**config.mk**
```make
export PLATFORM = sky130hd
export DESIGN_NAME = lin_cksum_unit
export DESIGN_NICKNAME = d
export VERILOG_FILES = /design/src/rtl/lin_ck_pkg.sv /design/src/rtl/lin_ck_seq.sv /design/src/rtl/lin_ck_acc.sv /design/src/rtl/lin_ck_judge.sv /design/src/rtl/lin_cksum_unit.sv
export SDC_FILE = /design/constraint.sdc
export NUM_CORES = 1
export LEC_CHECK = 0
export BUFFER_PORTS_ARGS = -buffer_cell sky130_fd_sc_hd__buf_2
export CORE_ASPECT_RATIO = 1.2
export CORE_MARGIN = 2
export CORE_UTILIZATION = 37
export DETAILED_ROUTE_END_ITERATION = 8
export GPL_ROUTABILITY_DRIVEN = 1
export SKIP_CTS_REPAIR_TIMING = 1
export SLEW_MARGIN = 10
export SYNTH_ARGS = -nofsm -noshare
export SYNTH_HDL_FRONTEND = slang
export SYNTH_SLANG_ARGS = --single-unit
```
**constraint.sdc**
```tcl
create_clock -name clk -period 3.7 [get_ports clk]
set_input_delay 0.185 -clock clk [delete_from_list [all_inputs] [get_ports clk]]
set_output_delay 0.185 -clock clk [all_outputs]
set_load 0.02 [all_outputs]
```
**src/rtl/lin_ck_pkg.sv**
```systemverilog
package lin_ck_pkg;
  localparam int BYTE_W = 8;

  typedef enum logic [1:0] {PH_IDLE, PH_DATA, PH_CKSUM, PH_DONE} lin_ph_e;

  // 8-bit add with end-around carry
  function automatic logic [BYTE_W-1:0] addc(input logic [BYTE_W-1:0] a,
                                             input logic [BYTE_W-1:0] b);
    logic [BYTE_W:0] s;
    s = {1'b0, a} + {1'b0, b};
    return s[BYTE_W-1:0] + {{(BYTE_W-1){1'b0}}, s[BYTE_W]};
  endfunction

  // length code to effective byte count
  function automatic int clamp_len(input int code, input int max_len);
    if (code == 0) return 1;
    if (code > max_len) return max_len;
    return code;
  endfunction
endpackage

```
**src/rtl/lin_ck_seq.sv**
```systemverilog
module lin_ck_seq
  import lin_ck_pkg::*;
#(
  parameter int LEN_W   = 4,
  parameter int MAX_LEN = 8
) (
  input  logic             clk,
  input  logic             rst_n,
  input  logic             start_i,
  input  logic             vld_i,
  input  logic [LEN_W-1:0] len_i,
  input  logic [1:0]       lin_cfg_i,
  input  logic             uart_i,
  output logic             data_ev,
  output logic             chk_ev,
  output lin_ph_e          phase_q,
  output logic             supp_q
);
  localparam int CW = $clog2(MAX_LEN + 1);

  logic [CW-1:0] cnt_q, len_q, cnt_nx;
  logic          supp_nx;

  assign supp_nx = uart_i || (lin_cfg_i == 2'b01);
  assign cnt_nx  = cnt_q + 1'b1;
  assign data_ev = vld_i && !start_i && (phase_q == PH_DATA);
  assign chk_ev  = vld_i && (phase_q == PH_CKSUM);

  always_ff @(posedge clk or negedge rst_n) begin
    if (!rst_n) begin
      phase_q <= PH_IDLE;
      cnt_q   <= '0;
      len_q   <= CW'(1);
      supp_q  <= 1'b0;
    end else if (start_i) begin
      phase_q <= PH_DATA;
      cnt_q   <= '0;
      len_q   <= CW'(clamp_len(int'(len_i), MAX_LEN));
      supp_q  <= supp_nx;
    end else if (data_ev) begin
      cnt_q <= cnt_nx;
      if (cnt_nx == len_q) phase_q <= supp_q ? PH_DONE : PH_CKSUM;
    end else if (chk_ev) begin
      phase_q <= PH_DONE;
    end
  end
endmodule

```
**src/rtl/lin_ck_acc.sv**
```systemverilog
module lin_ck_acc
  import lin_ck_pkg::*;
(
  input  logic              clk,
  input  logic              rst_n,
  input  logic              start_i,
  input  logic              classic_i,
  input  logic [BYTE_W-1:0] pid_i,
  input  logic              data_ev,
  input  logic [BYTE_W-1:0] data_i,
  output logic [BYTE_W-1:0] acc_q
);
  always_ff @(posedge clk or negedge rst_n) begin
    if (!rst_n)        acc_q <= '0;
    else if (start_i)  acc_q <= classic_i ? '0 : pid_i;
    else if (data_ev)  acc_q <= addc(acc_q, data_i);
  end
endmodule

```
**src/rtl/lin_ck_judge.sv**
```systemverilog
module lin_ck_judge
  import lin_ck_pkg::*;
(
  input  logic              clk,
  input  logic              rst_n,
  input  logic              chk_ev,
  input  logic [BYTE_W-1:0] acc_q,
  input  logic [BYTE_W-1:0] data_i,
  output logic              err_q
);
  logic bad;
  assign bad = (addc(acc_q, data_i) != {BYTE_W{1'b1}});

  always_ff @(posedge clk or negedge rst_n) begin
    if (!rst_n) err_q <= 1'b0;
    else        err_q <= chk_ev && bad;
  end
endmodule

```
**src/rtl/lin_cksum_unit.sv**
```systemverilog
module lin_cksum_unit
  import lin_ck_pkg::*;
#(
  parameter int LEN_W   = 4,
  parameter int MAX_LEN = 8
) (
  input  logic             clk,
  input  logic             rst_n,
  input  logic             start_i,
  input  logic [7:0]       pid_i,
  input  logic [LEN_W-1:0] len_i,
  input  logic             classic_i,
  input  logic [1:0]       lin_cfg_i,
  input  logic             uart_i,
  input  logic [7:0]       data_i,
  input  logic             data_vld_i,
  output logic [7:0]       cksum_o,
  output logic             cksum_rdy_o,
  output logic             cksum_err_o
);
  logic       data_ev, chk_ev, supp_q;
  lin_ph_e    phase_q;
  logic [7:0] acc_q;

  lin_ck_seq #(.LEN_W(LEN_W), .MAX_LEN(MAX_LEN)) i_seq (
    .clk(clk), .rst_n(rst_n), .start_i(start_i), .vld_i(data_vld_i),
    .len_i(len_i), .lin_cfg_i(lin_cfg_i), .uart_i(uart_i),
    .data_ev(data_ev), .chk_ev(chk_ev), .phase_q(phase_q), .supp_q(supp_q)
  );

  lin_ck_acc i_acc (
    .clk(clk), .rst_n(rst_n), .start_i(start_i), .classic_i(classic_i),
    .pid_i(pid_i), .data_ev(data_ev), .data_i(data_i), .acc_q(acc_q)
  );

  lin_ck_judge i_judge (
    .clk(clk), .rst_n(rst_n), .chk_ev(chk_ev), .acc_q(acc_q),
    .data_i(data_i), .err_q(cksum_err_o)
  );

  assign cksum_rdy_o = (phase_q == PH_CKSUM);
  assign cksum_o     = ((phase_q == PH_CKSUM || phase_q == PH_DONE) && !supp_q)
                       ? ~acc_q : 8'h00;
endmodule

```
==> results.cfg <==
[critical_path]
worst-setup-path-type = reg -> reg
crit_fanout = 5
max_stage_delay_ns = 0.44
crit_required_ns = 3.84
crit_path_cell_trace = ha_1 -> fa_1 -> a211oi_2 -> o21ai_0 -> a21oi_1 -> o21bai_1 -> ha_1 -> ha_1 -> xor2_1 -> and3_1 -> nand4_1 -> o311a_1
start_kind = flop
cp.buffers_inverters = 0
end_kind = flop
path_common_cell = ha_1
crit_slowest_cell = fa_1
crit_family = adder cells
crit_arrival_ns = 3.28

[cts]
tritoncts = done
cts-root-buf = clkbuf_8
clk_latency_ns = 0.26
clk_pin_slew_ns = 0.07
cts_buffers = 3
htree_levels = 1
cts.sinks = 20
clk_path_buf_depth = 2

[run_status]
status = complete, no violations

[sta]
fin_setup_tns_ns = 0
max_slew_margin_pct = 53.9
fin_crit_sh_pct = 84.7
fin_worst_skew_ns = 0.00489
setup_slack_ns = 0.566
period_minus_slack_ns = 3.13
finalHoldViolCount = 0
fmax_mhz = 319
setup_viol = 0
slew_violations = 0
worstMarginPinSlew_ns = 0.689
grt_setup_unrepaired = false

[yosys]
syn-mean-instance-area_um2 = 8.84
synth_top_family_by_area = simple AND/OR/NAND/NOR gates
seq_area_frac_synth_pct = 32.8
postSynth.asyncResetShare_pct = 100
yosys_warnings = 0
synthSimpleGateAreaFrac_pct = 22.3
synth_fa_ha_area_share_pct = 11.1
muxShareOfSynthArea_pct = 5.40
synth-compound-area-share_pct = 18.0
synth_edf_count = 0
synth_area_mm2 = 0.00153
synth_xor_area_share_pct = 7.94
ys.flop_type = dfrtp_1
synthCells = 173
synth_cell_types = 46
syn-num-nets = 214
yosys_register_bits = 20

[grt]
grt_pass1_wl_um = 5670
first_global_vias = 1255
grtUsageTotal_pct = 15.3
antenna_found_initial = 0
grt_remaining_overflow = 0
grt_max_degree = 27

[routing]
drt-pass1-iter-count = 4
final_antenna_net_count = 0
drcViolationCount = 0
wl_per_cell_um = 12.8
vias = 1367
viasPerCell = 5.18
drt_iter0_drc = 57
finalWirelength_um = 3390

[job]
max-cap-violations = 0

[placement]
globalplace.congestion = 0.768
hpwlAfterDp_um = 2730
numPortBuffers = 37
place_ws_ns = 0.576
numPlacedInstances = 259

[final_layout]
final_common_cell = buf_2
multi_input_area_um2 = 990
regArea_um2 = 502
final_cell_count_no_fill = 264
antenna_cells = 0
utilization_pct = 46.1
final_cell_mix = 37 x buf_2, 27 x nor2_1, 19 x dfrtp_1
layout.nets = 252
drive_above_1_share_pct = 23.8
syn2layout_area_growth_pct = 18.9
fillerInstances = 425

[power]
leakage_nw = 0.858
powerDensity_mw_per_mm2 = 442
ir_drop_uv = 188

[floorplan]
row_count = 25
ios = 38
die_h_um = 74.4
core_mm2 = 0.00394
start_util_pct = 38.8
die_w_um = 62.7
die_area_mm2 = 0.00466

[hold_path]
min_path_type = in -> reg
## cell type report
cell class / count / area share, %
well taps: 54 / 3.72
multi-input cells: 143 / 54.4
repair buffers: 38 / 10.7
clock buffers: 4 / 2.48
flip-flops and latches: 20 / 27.6
inverters: 5 / 1.03
## kinds of logic after synthesis
| family | Yosys count |
|---|---|
| AO/OA/AOI/OAI | 39 |
| flip-flops | 20 |
| XOR/XNOR | 13 |
| buffers and inverters | 10 |
| AND/OR/NAND/NOR | 70 |
| adder cells (fa/ha/maj) | 13 |
| multiplexers | 8 |
## power by group
group / leakage (nW) / internal, mW / switching (mW)
sequential: 0.251 / 0.250 / 0.0314
combinational: 0.584 / 0.165 / 0.212
clock: 0.0228 / 0.0766 / 0.0698
## sequential cells by signal, summed over array words and instances (netlist names)
name,count
i_seq.phase_q,2
i_seq.supp_q,1
i_acc.acc_q,8
i_seq.len_q,4
i_judge.err_q,1
i_seq.cnt_q,4
## cell usage after synthesis, types with 3 or more instances
library cell	n	area, um2
o21ai_0	9	45.0
clkbuf_1	5	18.8
nor3_1	6	30.0
nand3_1	5	25.0
xor2_1	6	52.6
inv_1	5	18.8
ha_1	12	150
nor2_1	27	101
o21a_1	3	22.5
nand3b_1	4	30.0
xnor2_1	6	52.6
nand2_1	13	48.8
nand4_1	3	18.8
dfrtp_1	19	475
a21oi_1	8	40.0
mux2i_1	6	60.1
## through the flow
step | hold slack [ns] | total power [mW] | area [um2]
finish | 0.134 | 0.804 | 1820
global route | 0.138 | 0.872 | 1820
CTS | -0.116 | 0.809 | 1810
detailed placement | 0.162 | 0.662 | 1760
global placement | 0.161 | 0.669 | 1760
floorplan | -0.111 | 0.570 | 1530
## tightest hold or removal path: cells and delay by family
family / cells / cell delay (ns)
simple gates: 1 / 0.04
buf+inv: 1 / 0.07
compound gates: 1 / 0.06
## routing by layer
metal | up-vias | GRT usage, % | routed length, um
met2 | 21 | 27.4 | 1740
met4 | 0 | 4.44 | 33
li1 | 702 | - | -
met5 | - | 0 | 0
met3 | 4 | 1.51 | 79
met1 | 640 | 19.8 | 1530
## final timing paths
check | startpoint | endpoint | slack (ns) | depth (start not counted)
min reg2reg | i_seq.len_q[3] | i_seq.len_q[3] | 0.53 | 1
min | pid_i[0] | i_acc.acc_q[0] | 0.13 | 3
min in group asynchronous | rst_n | i_seq.supp_q | 0.41 | 2
max in group asynchronous | rst_n | i_seq.len_q[0] | 2.95 | 2
max | i_acc.acc_q[0] | i_judge.err_q | 0.57 | 12
max reg2reg | i_acc.acc_q[0] | i_judge.err_q | 0.57 | 12
No activity file was read; power rests on OpenSTA's default activity.
